<file path="config.mk">
export PLATFORM = sky130hd
export DESIGN_NAME = int_alu_nzcv
export DESIGN_NICKNAME = d
export VERILOG_FILES = /design/src/rtl/int_alu_pkg.sv /design/src/rtl/alu_addsub.sv /design/src/rtl/alu_logic.sv /design/src/rtl/alu_flagreg.sv /design/src/rtl/int_alu_nzcv.sv
export SDC_FILE = /design/constraint.sdc
export NUM_CORES = 1
export LEC_CHECK = 0
export ABC_CLOCK_PERIOD_IN_PS = 17700
export BUFFER_PORTS_ARGS = -buffer_cell sky130_fd_sc_hd__buf_2
export CORE_UTILIZATION = 30
export CTS_CLUSTER_SIZE = 40
export DETAILED_ROUTE_END_ITERATION = 8
export GPL_TIMING_DRIVEN = 0
export HOLD_SLACK_MARGIN = 0.05
export PLACE_DENSITY = 0.55
export SETUP_SLACK_MARGIN = 0.2
export SYNTH_ARGS = -nofsm -noshare
export SYNTH_HDL_FRONTEND = slang
export SYNTH_HIERARCHICAL = 1
export SYNTH_SLANG_ARGS = --single-unit
</file>
<file path="constraint.sdc">
create_clock -name clk -period 17.7 [get_ports clk]
set_clock_uncertainty 0.05 [all_clocks]
set_input_delay 3.54 -clock clk [delete_from_list [all_inputs] [get_ports clk]]
set_output_delay 3.54 -clock clk [all_outputs]
set_load 0.02 [all_outputs]
</file>
<file path="src/rtl/int_alu_pkg.sv">
package int_alu_pkg;

  typedef enum logic [3:0] {
    OP_ADD = 4'd0,
    OP_ADC = 4'd1,
    OP_SUB = 4'd2,
    OP_SBC = 4'd3,
    OP_RSB = 4'd4,
    OP_RSC = 4'd5,
    OP_AND = 4'd6,
    OP_ORR = 4'd7,
    OP_EOR = 4'd8,
    OP_BIC = 4'd9,
    OP_MOV = 4'd10,
    OP_MVN = 4'd11,
    OP_CMP = 4'd12,
    OP_CMN = 4'd13,
    OP_TST = 4'd14,
    OP_TEQ = 4'd15
  } alu_op_e;

  typedef struct packed {
    logic n;
    logic z;
    logic c;
    logic v;
  } nzcv_t;

endpackage

</file>
<file path="src/rtl/alu_addsub.sv">
module alu_addsub #(
  parameter int unsigned W = 32
) (
  input  logic [W-1:0] a,
  input  logic [W-1:0] b,
  input  logic         swap,
  input  logic         invert,
  input  logic         cin,
  output logic [W-1:0] sum,
  output logic         cout,
  output logic         ovf
);

  logic [W-1:0] x;
  logic [W-1:0] y;
  logic [W:0]   wide;

  always_comb begin
    x    = swap ? b : a;
    y    = swap ? a : b;
    y    = invert ? ~y : y;
    wide = {1'b0, x} + {1'b0, y} + {{W{1'b0}}, cin};
    sum  = wide[W-1:0];
    cout = wide[W];
    ovf  = (x[W-1] == y[W-1]) && (wide[W-1] != x[W-1]);
  end

endmodule

</file>
<file path="src/rtl/alu_logic.sv">
module alu_logic
  import int_alu_pkg::*;
#(
  parameter int unsigned W = 32
) (
  input  alu_op_e      op,
  input  logic [W-1:0] a,
  input  logic [W-1:0] b,
  output logic [W-1:0] res
);

  always_comb begin
    unique case (op)
      OP_AND, OP_TST: res = a & b;
      OP_ORR:         res = a | b;
      OP_EOR, OP_TEQ: res = a ^ b;
      OP_BIC:         res = a & ~b;
      OP_MOV:         res = b;
      OP_MVN:         res = ~b;
      default:        res = '0;
    endcase
  end

endmodule

</file>
<file path="src/rtl/alu_flagreg.sv">
module alu_flagreg
  import int_alu_pkg::*;
(
  input  logic  clk,
  input  logic  rst_n,
  input  logic  load,
  input  nzcv_t d,
  output nzcv_t q
);

  always_ff @(posedge clk or negedge rst_n) begin
    if (!rst_n)    q <= '0;
    else if (load) q <= d;
  end

  a_r9_hold: assert property (@(posedge clk) disable iff (!rst_n)
    !load |=> $stable(q));

  a_r1_reset_clear: assert property (@(posedge clk)
    !rst_n |=> (q == 4'b0000));

endmodule

</file>
<file path="src/rtl/int_alu_nzcv.sv">
module int_alu_nzcv
  import int_alu_pkg::*;
#(
  parameter int unsigned W = 32
) (
  input  logic         clk,
  input  logic         rst_n,
  input  logic [W-1:0] op_a,
  input  logic [W-1:0] op_b,
  input  logic [3:0]   opcode,
  input  logic         set_flags,
  input  logic         shift_carry,
  output logic [W-1:0] result,
  output logic         wr_en,
  output logic [3:0]   nzcv
);

  alu_op_e      op;
  nzcv_t        flag_q;
  nzcv_t        flag_d;
  logic         is_arith;
  logic         swap;
  logic         invert;
  logic         cin;
  logic [W-1:0] sum;
  logic         cout;
  logic         ovf;
  logic [W-1:0] logic_res;

  assign op = alu_op_e'(opcode);

  always_comb begin
    is_arith = 1'b0;
    swap     = 1'b0;
    invert   = 1'b0;
    cin      = 1'b0;
    unique case (op)
      OP_ADD, OP_CMN: begin is_arith = 1'b1; end
      OP_ADC:         begin is_arith = 1'b1; cin = flag_q.c; end
      OP_SUB, OP_CMP: begin is_arith = 1'b1; invert = 1'b1; cin = 1'b1; end
      OP_SBC:         begin is_arith = 1'b1; invert = 1'b1; cin = flag_q.c; end
      OP_RSB:         begin is_arith = 1'b1; invert = 1'b1; swap = 1'b1; cin = 1'b1; end
      OP_RSC:         begin is_arith = 1'b1; invert = 1'b1; swap = 1'b1; cin = flag_q.c; end
      default:        ;
    endcase
  end

  alu_addsub #(.W(W)) u_addsub (
    .a(op_a), .b(op_b), .swap(swap), .invert(invert), .cin(cin),
    .sum(sum), .cout(cout), .ovf(ovf)
  );

  alu_logic #(.W(W)) u_logic (
    .op(op), .a(op_a), .b(op_b), .res(logic_res)
  );

  always_comb begin
    result   = is_arith ? sum : logic_res;
    wr_en    = !(op inside {OP_CMP, OP_CMN, OP_TST, OP_TEQ});
    flag_d.n = result[W-1];
    flag_d.z = (result == '0);
    flag_d.c = is_arith ? cout : shift_carry;
    flag_d.v = is_arith ? ovf : flag_q.v;
  end

  alu_flagreg u_flags (
    .clk(clk), .rst_n(rst_n), .load(set_flags), .d(flag_d), .q(flag_q)
  );

  assign nzcv = flag_q;

  // compare and test encodings never request a write-back
  a_r8_no_write: assert property (@(posedge clk) disable iff (!rst_n)
    (opcode[3:2] == 2'b11) |-> !wr_en);

  // bitwise ops keep the overflow flag
  a_r6_v_kept: assert property (@(posedge clk) disable iff (!rst_n)
    (set_flags && !is_arith) |=> (nzcv[0] == $past(nzcv[0])));

  // Z and N follow the result of the previous cycle
  a_r10_nz_track: assert property (@(posedge clk) disable iff (!rst_n)
    set_flags |=> (nzcv[2] == ($past(result) == '0)) && (nzcv[3] == $past(result[W-1])));

  // logical carry comes from the shifter input
  a_r6_c_shift: assert property (@(posedge clk) disable iff (!rst_n)
    (set_flags && !is_arith) |=> (nzcv[1] == $past(shift_carry)));

endmodule

</file>
-- Yosys cells after proc, flatten, opt, wreduce, memory -nomap -nowiden
Index checks and enable logic that the tools add are counted.
- add/sub/neg operators: 2
- equal/unequal tests: 17
- multiplexer cells: 10
- bitwise logic cells: 6
- reduce and logical (&&, ||, !) cells: 13
- operators by type and width (cell ; count):
    one-hot mux 32 bit (6 select lines) ; 1
    2-to-1 mux 32 bit ; 4
    AND 32 bit ; 2
    NOT 32 bit ; 2
    adder 32 x 32 -> 33 bit ; 1
    adder 33 x 1 -> 33 bit ; 1
    equality test 4 bit (second input constant) ; 8
    logical NOT 32 bit ; 1
    OR 32 bit ; 1
    bitwise XOR 32 bit ; 1
    equality test 4 x 3 -> 1 bit (second input constant) ; 4
    equality test 4 x 2 -> 1 bit (second input constant) ; 2
    OR reduction 8 bit ; 1
    OR reduction 2 bit ; 3
    OR reduction 3 bit ; 2
    OR reduction 5 bit ; 1
    equality test 4 x 1 -> 1 bit (second input constant) ; 1
    logical NOT 4 bit ; 1
    2-to-1 mux 1 bit ; 4
    nonzero test 4 bit ; 1
    one-hot mux 1 bit (2 select lines) ; 1
    AND reduction 2 bit ; 1
    equality test 1 bit ; 1
    logical AND 1 bit ; 1
    2 further kinds ; 2
- register bits: 4
- bits of input ports: 72
- output and inout port bits: 37
- logic and storage cells: 52

-- Longest topological paths before layout
Gate-level depths: netlist of run 1.
- depth in word-level cells: 10
- gate-level depth with buffers: 20
- mapped depth without buffers: 20

-- By module
Netlist of run 1, hierarchy kept.
- modules (own cells, without submodules) (module ; instances ; cells an instance ; area an instance (sq um) ; sequential area each (sq um)):
    alu_addsub ; 1 ; 370 ; 2917.8 ; 0.0
    alu_logic ; 1 ; 256 ; 2065.7 ; 0.0
    int_alu_nzcv ; 1 ; 73 ; 638.1 ; 0.0
    alu_flagreg ; 1 ; 8 ; 145.1 ; 100.1

-- Least setup slack after synthesis of run 1
Ideal clock, no wire load.
- path kind: input to output
- from: input port opcode[1]
- to: output port result[20]
- arrival: 7.088 ns
- data required time: 14.110 ns
- setup slack: 7.022 ns
- cell stages on the path: 15
- buffers on the path: 2
- cells stage by stage: nand2b_1 nor2_1 clkbuf_1 buf_1 mux2i_1 xnor2_1 fa_1 a211oi_1 nor2_1 o31a_1 o2bb2ai_1 a21boi_1 o21ai_0 xor2_1 mux2_2
- cells in the longest elaborated chain, start to end: 9
- elaborated cells between the ends (all ways): 35
- those cells by class: add/sub: 2; eq/ne: 15; mux: 9; bitwise: 1; reduce/logical: 8
- ends and longest elaborated chain (element ; line ; RTL):
    start, declared ; int_alu_nzcv.sv:10 ; input logic [3:0] opcode,
    equality test 4 x 3 -> 1 bit ; int_alu_nzcv.sv:37 ; unique case (op)
    OR reduction 2 bit (no source line) (*) ; n/a ;
    2-to-1 mux 1 bit (*) ; int_alu_nzcv.sv:37 ;
    via swap ; int_alu_nzcv.sv:22 ; logic swap;
    2-to-1 mux 32 bit ; alu_addsub.sv:20 ; y = swap ? a : b;
    NOT 32 bit ; alu_addsub.sv:21 ; y = invert ? ~y : y;
    2-to-1 mux 32 bit ; alu_addsub.sv:21 ;
    adder 32 x 32 -> 33 bit (*) ; alu_addsub.sv:22 ; wide = {1'b0, x} + {1'b0, y} + {{W{1'b0}}, cin};
    adder 33 x 1 -> 33 bit (*) ; alu_addsub.sv:22 ;
    via sum[20] ; int_alu_nzcv.sv:25 ; logic [W-1:0] sum;
    2-to-1 mux 32 bit (*) ; int_alu_nzcv.sv:58 ; result = is_arith ? sum : logic_res;
    end, declared ; int_alu_nzcv.sv:13 ; output logic [W-1:0] result,
Mark *: on every way through the listed nets, which the timed path passes. The rest lies on a longest branch.

-- Worst setup path after layout of run 1
Same ends and word-level chain as after synthesis.

==> results of run 1 <==
==> per-layer routing <==
metal | vias to the layer above | GRT usage [%]
li1 | 2882 | -
met1 | 2768 | 27.4
met2 | 176 | 34.2
met3 | 28 | 3.23
met4 | 0 | 4.98
met5 | - | 0
==> cells in the mapped netlist (all sizes together) (4+ instances only) <==
master and number:
ha 63, inv 80, a21o 13, clkbuf 8, nor3 10, nand3 9
a31oi 7, mux2i 69, xnor2 77, nand2 23, nor2 26, dfrtp 4
nand4 5, o21ai 18, nor4 14, o21a 4, a21oi 28, o41ai 5
o32ai 33, a211oi 5, or3 5, xor2 10, o21bai 5, or4 5
buf 38, a221o 32, mux2 69
==> worst max-delay path, cell delays in order <==
cell,delay (ns)
buf_2,0.17
nand2b_1,0.19
nor2_1,0.09
clkbuf_1,0.46
buf_1,0.70
mux2i_1,0.30
fa_1,0.29
inv_1,0.07
fa_1,0.42
a211oi_1,0.25
nor2_1,0.10
o31a_1,0.31
o2bb2ai_1,0.26
a21boi_1,0.36
o21ai_0,0.15
xor2_1,0.33
mux2_2,0.25
buf_2,0.16
==> worst paths after layout <==
kind / from / to / slack (ns)
worst min register to register: u_flags/q[3] / u_flags/q[3] / 0.45
min in group asynchronous: rst_n / u_flags/q[1] / 3.06
worst min-delay path: u_flags/q[3] / u_flags/q[3] / 0.45
worst max-delay path: opcode[1] / result[20] / 5.69
worst max register to register: u_flags/q[1] / u_flags/q[2] / 13.14
max in group asynchronous: rst_n / u_flags/q[2] / 14.42
==> cells in the final DEF (no fill, tap or decap), types with 5 or more instances in the layout <==
cell type and count:
buf_1 10, o21ai_1 5, o32ai_1 32, clkbuf_1 8
a221o_1 32, mux2i_1 69, nand2_1 20, o21ai_0 12
a31oi_1 6, xnor2_1 77, a21oi_1 25, xor2_1 10
nor3_1 10, mux2_2 69, nand3_1 9, inv_1 78
nor4_1 13, ha_1 63, nand4_1 5, a21o_1 13
buf_2 128, nor2_1 25
==> area by class of cell <==
type	count	area [sq um]	area share, %
clock buffer	3	75.1	1.12
inverter	80	300	4.50
buffer	46	243	3.64
timing repair buffer	108	541	8.10
tap	234	293	4.39
multi-input combinational	577	5120	76.8
sequential	4	100	1.50
==> cells by family (layout without fill, tap and decap cells) <==
family | count (synthesis) | count (layout) | share of synthesized area, %
flip-flops | 4 | 4 | 1.74
AND/OR/NAND/NOR | 111 | 111 | 10.6
buffers and inverters | 126 | 237 | 9.42
XOR/XNOR | 87 | 87 | 13.2
adder cells (fa/ha/maj) | 65 | 65 | 14.4
AO/OA/AOI/OAI | 176 | 176 | 25.2
multiplexers | 138 | 138 | 25.5
==> power breakdown <==
| part | total (mW) | internal [mW] | leakage, nW | switching (mW) |
|---|---|---|---|---|
| clock network | 0.0359 | 0.0289 | 0.0370 | 0.00695 |
| registers | 0.0132 | 0.0117 | 0.0511 | 0.00146 |
| logic | 0.380 | 0.153 | 2.92 | 0.227 |
| total | 0.429 | 0.194 | 3.01 | 0.236 |
==> per-stage QoR <==
step | hold WS (ns) | power [mW] | cell area [sq um] | setup slack [ns]
after floorplan | 0.586 | 0.283 | 5770 | 7.02
after global placement | 0.445 | 0.390 | 6600 | 5.68
after detailed placement | 0.446 | 0.389 | 6600 | 5.70
after CTS | 0.453 | 0.428 | 6680 | 5.68
after global routing | 0.466 | 0.464 | 6680 | 5.27
final | 0.454 | 0.429 | 6680 | 5.69
==> results.toml, run 1 <==
[clock_tree]
htreeDepth = 1
cts.repair.resized = 0
clk_pin_slew_ns = 0.03
numCtsBuffers = 3
cts_num_sinks = 4
clk_latency_ns = 0.23
cts_setup_buffers = 0
clk_path_buf_depth = 2
hold_buffers = 0
cts_root_buf = "clkbuf_16"
tritoncts = "yes"

[placed_design]
dp.cells = 1049
port_buffers = 108
gp_congestion = 0.941
dp_hpwl_mm = 16.7

[synthesis]
async_reset_ff_share_pct = 100
synth_ff_type = "dfrtp_1"
synth.net_count = 844
synthTopCellsByArea = "ha_1, mux2_2, mux2i_1"
postSynthAreaPerCell_sq_um = 8.16
ys_ff_latch = 4
synth.cell_area_sq_mm = 0.00577
synth_top_area_share_pct = 13.7
synth_top_cell_by_area = "ha_1"
yosys_warnings = 6
synth_cell_types = 74
synth_cells = 707
synth-edff-count = 0
ys_seq_area_share_pct = 1.74

[layout]
regMostFlops = "u_flags/q"
area_growth_pct = 15.8
nets = 957
top_regs = "u_flags/q: 4 flops"
fin_util_pct = 35.6
antenna_cells = 0
largest_register_ffs = 4
post_route_cells_drive_above_1_share_pct = 29.0
fillCellCount = 2037
final_cells = 1052

[worst_setup_path]
crit_fanout = 12
crit_path_end_kind = "output port"
crit_required_ns = 14.11
cp-start-kind = "input pin"
reg2regPathDepth = 20
timing_worst_setup_path_type = "in -> out"
worstPathArrival_ns = 8.42

[global_routing]
overflow = 0
grt_pass1_wl_mm = 31.8
antenna_found_initial = 0
grt_pass1_vias = 5752
globalRouteTotalUtil_pct = 20.5
grt_max_degree = 13

[detailed_routing]
met1Wirelength_mm = 9.43
drt_iter0_markers = 401
highest_layer = "met4"
drtPass1Iterations = 5
vias = 5854
ant_nets = 0
wl_per_cell_microns = 19.6
routed_wl_mm = 20.6
dr_wl_met3_mm = 1.12
drcViolationCount = 0
dr_wl_met2_mm = 9.64
avgViaCountPerCell = 5.56

[timing]
fin_tns_setup_ns = 0
worst_pin_slew_ns = 0.875
drv_slew = 0
max_freq_ghz = 0.0833
rsz0062_at_grt = "false"
min_period_ns = 12.01
min_period_over_period_pct = 67.9
setup_viol = 0
finalHoldViolations = 0
max_slew_margin_pct = 41.6

[die]
die_w_microns = 141
dieArea_sq_mm = 0.0198
io_pins = 109
core_sq_mm = 0.0188
rows = 50
die_h_microns = 141
start_util_pct = 30.7

[status]
status = "finished clean"

[power_and_ir_drop]
power.leakage_nw = 3.01
ir_drop_mv = 0.0290
power_per_cell_area_mw_per_mm2 = 64.3

[min_path]
holdPathStages = 1
hp-class = "reg -> reg"

[flow_run]
max-cap-violations = 0
Power figures use the tool's default switching activity.
==> inputs of run 2 (changes only) <==
- ABC_AREA: default -> 1
- ABC_CLOCK_PERIOD_IN_PS: 17700 -> 12130
- clock period: 17.7 -> 12.13 ns (I/O delays scaled with it)
==> results.toml, run 2 <==
[synthesis]
ys_seq_area_share_pct = 1.50
synth_cell_types = 34
synth.cell_area_sq_mm = 0.00669
synth-edff-count = 0
ys_ff_latch = 4
synthTopCellsByArea = "nand2_1, nand3_1, ha_1"
yosys_warnings = 6
async_reset_ff_share_pct = 100
synthTopCellsByCount = "nand2_1, inv_1, nand3_1, nor2_1, a21oi_1"
synth.net_count = 1472
synth_cells = 1335
synth_top_cell_by_area = "nand2_1"
synth_top_area_share_pct = 23.7
yosysMostFrequentCell = "nand2_1"
postSynthAreaPerCell_sq_um = 5.01
synth_ff_type = "dfrtp_1"

[global_routing]
overflow = 0
grt_pass1_vias = 7757
antenna_found_initial = 0
grt_pass1_wl_mm = 43.9
grt_max_degree = 11
globalRouteTotalUtil_pct = 25.1

[worst_setup_path]
worstPathArrival_ns = 6.39
r2r_end = "u_flags/q[2]"
path_buf_inv = 5
reg2regPathDepth = 22
r2r-start = "u_flags/q[1]"
timing_worst_setup_path_type = "in -> out"
reg2reg_setup_slack_ns = 8.61
path_cells = "buf_2 -> nor3_1 -> buf_2 -> clkbuf_1 -> o21ai_0 -> xnor2_1 -> fa_1 -> inv_1 -> fa_1 -> nand3_1 -> nand2_2 -> nand2_1 -> nand2_2 -> nand3_1 -> nand2_1 -> nand2_1 -> nand2_1 -> nand2_1 -> nand2_1 -> nand3_1 -> nand2_1 -> buf_2"
crit_cells = 22
critPathMaxStageDelay_ns = 0.45
crit_required_ns = 9.65
crit_path_start = "opcode[3]"
cp_common_cell = "nand2_1"
cp-start-kind = "input pin"
crit_fanout = 10
critPathSlowestCell = "clkbuf_1"
critical_path.top_delay_family = "simple AND/OR/NAND/NOR gates"
crit_end = "result[22]"
crit_path_end_kind = "output port"

[die]
start_util_pct = 30.7
dieArea_sq_mm = 0.0229
die_h_microns = 151
core_sq_mm = 0.0218
die_w_microns = 151
io_pins = 109
rows = 54

[timing]
min_period_over_period_pct = 73.1
setup_viol = 0
worst_pin_slew_ns = 0.724
setup_slack_ns = 3.27
min_period_ns = 8.87
drv_slew = 0
max_slew_margin_pct = 51.7
fin_tns_setup_ns = 0
rsz0062_at_grt = "false"
max_freq_ghz = 0.113
finalHoldViolations = 0

[layout]
post_route_cells_drive_above_1_share_pct = 13.0
area_growth_pct = 14.4
layout_common_cells = "nand2_1, inv_1, nand3_1"
final-seq-area_sq_um = 100
final_common_cell = "nand2_1"
fillCellCount = 2542
top_regs = "u_flags/q: 4 flops"
nets = 1585
multi_input_area_sq_mm = 0.00555
largest_register_ffs = 4
design_area_sq_mm = 0.00765
regMostFlops = "u_flags/q"
final_cells = 1726
antenna_cells = 0

[clock_tree]
cts.repair.resized = 0
hold_buffers = 0
cts_num_sinks = 4
htreeDepth = 1
tritoncts = "yes"
cts_root_buf = "clkbuf_16"
clk_latency_ns = 0.22
clk_path_buf_depth = 2
cts_setup_buffers = 0
numCtsBuffers = 3
clk_pin_slew_ns = 0.03

[detailed_routing]
ant_nets = 0
drt_iter0_markers = 812
drcViolationCount = 0
avgViaCountPerCell = 5.12
wl_per_cell_microns = 17.1
routed_wl_mm = 29.5
drtPass1Iterations = 5
vias = 8843

[placed_design]
gp_congestion = 1.01
dp.cells = 1723
port_buffers = 108
pre_cts_ws_ns = 3.35
place_area_sq_mm = 0.00758
dp_hpwl_mm = 25.0

[power_and_ir_drop]
ir_drop_mv = 0.0355
power_per_cell_area_mw_per_mm2 = 88.7
pwr-share-clk_pct = 7.6
power.leakage_nw = 4.56
p_sw_mw = 0.427
seq_power_share_pct = 2.8
power_frac_comb_pct = 89.6
total_power_mw = 0.679
intPower_mw = 0.252
swShare_pct = 62.9

[status]
status = "finished clean"

[min_path]
hold_path_startpoint = "u_flags/q[2]"
hp-class = "reg -> reg"

[flow_run]
max-cap-violations = 0
[run 2: cell count changes in the layout (fill, tap and decap cells not counted), sizes merged, moves of 42 or more]
cell / delta
nand3: +154
mux2i: -69
xnor2: -67
a21oi: +42
nand2: +414
mux2: -67
inv: +109
nor2: +135
[run 2: power by group through the flow]
stage / combinational [mW] / clock, mW / sequential (mW)
detailed placement: 0.599 / 0 / 0.0192
global route: 0.669 / 0.0534 / 0.0192
global placement: 0.600 / 0 / 0.0191
floorplan: 0.400 / 0 / 0.0210
CTS: 0.601 / 0.0522 / 0.0190
finish: 0.609 / 0.0515 / 0.0191
[run 2: cell type report]
class                      instances  area share [%]
multi-input combinational       1080            72.5
timing repair buffer             108            7.06
clock buffer                       3           0.981
sequential                         4            1.31
buffer                            62            4.27
tap                              280            4.58
inverter                         189            9.27
[run 2: how the worst min path moves through the flow]
stage | endpoint | slack (ns) | cells past startpoint
after floorplan | u_flags/q[2] | 0.53 | 2
after global placement | u_flags/q[3] | 0.43 | 2
after detailed placement | u_flags/q[2] | 0.43 | 2
after CTS | u_flags/q[2] | 0.44 | 2
after global routing | u_flags/q[3] | 0.47 | 2
final | u_flags/q[2] | 0.44 | 2
[run 2: routing by layer]
layer | wire length, microns | global-route usage [%] | vias up
met4 | 540 | 5.25 | 0
li1 | - | - | 4472
met3 | 1940 | 1.48 | 24
met2 | 13700 | 42.6 | 302
met1 | 13400 | 34.6 | 4045
met5 | 0 | 0 | -
[run 2: kinds of logic after synthesis]
| kind of cell | Yosys count | synth area share, % |
|---|---|---|
| AO/OA/AOI/OAI | 138 | 10.8 |
| XOR/XNOR | 49 | 6.42 |
| adder cells (fa/ha/maj) | 65 | 12.4 |
| buffers and inverters | 251 | 15.5 |
| flip-flops | 4 | 1.50 |
| multiplexers | 2 | 0.337 |
| AND/OR/NAND/NOR | 826 | 53.1 |
[run 2: stage by stage]
stage | hold WS [ns] | utilization [%]
6_report | 0.438 | 35.1
5_1_grt | 0.470 | 35.1
4_1_cts | 0.437 | 35.1
3_5_place_dp | 0.429 | 34.7
3_3_place_gp | 0.426 | 34.7
2_1_floorplan | 0.526 | -
[run 2: worst min-delay path, stage by stage (launching register included)]
cell     delay, ns
dfrtp_1       0.35
nand2_1       0.06
nand2_1       0.05
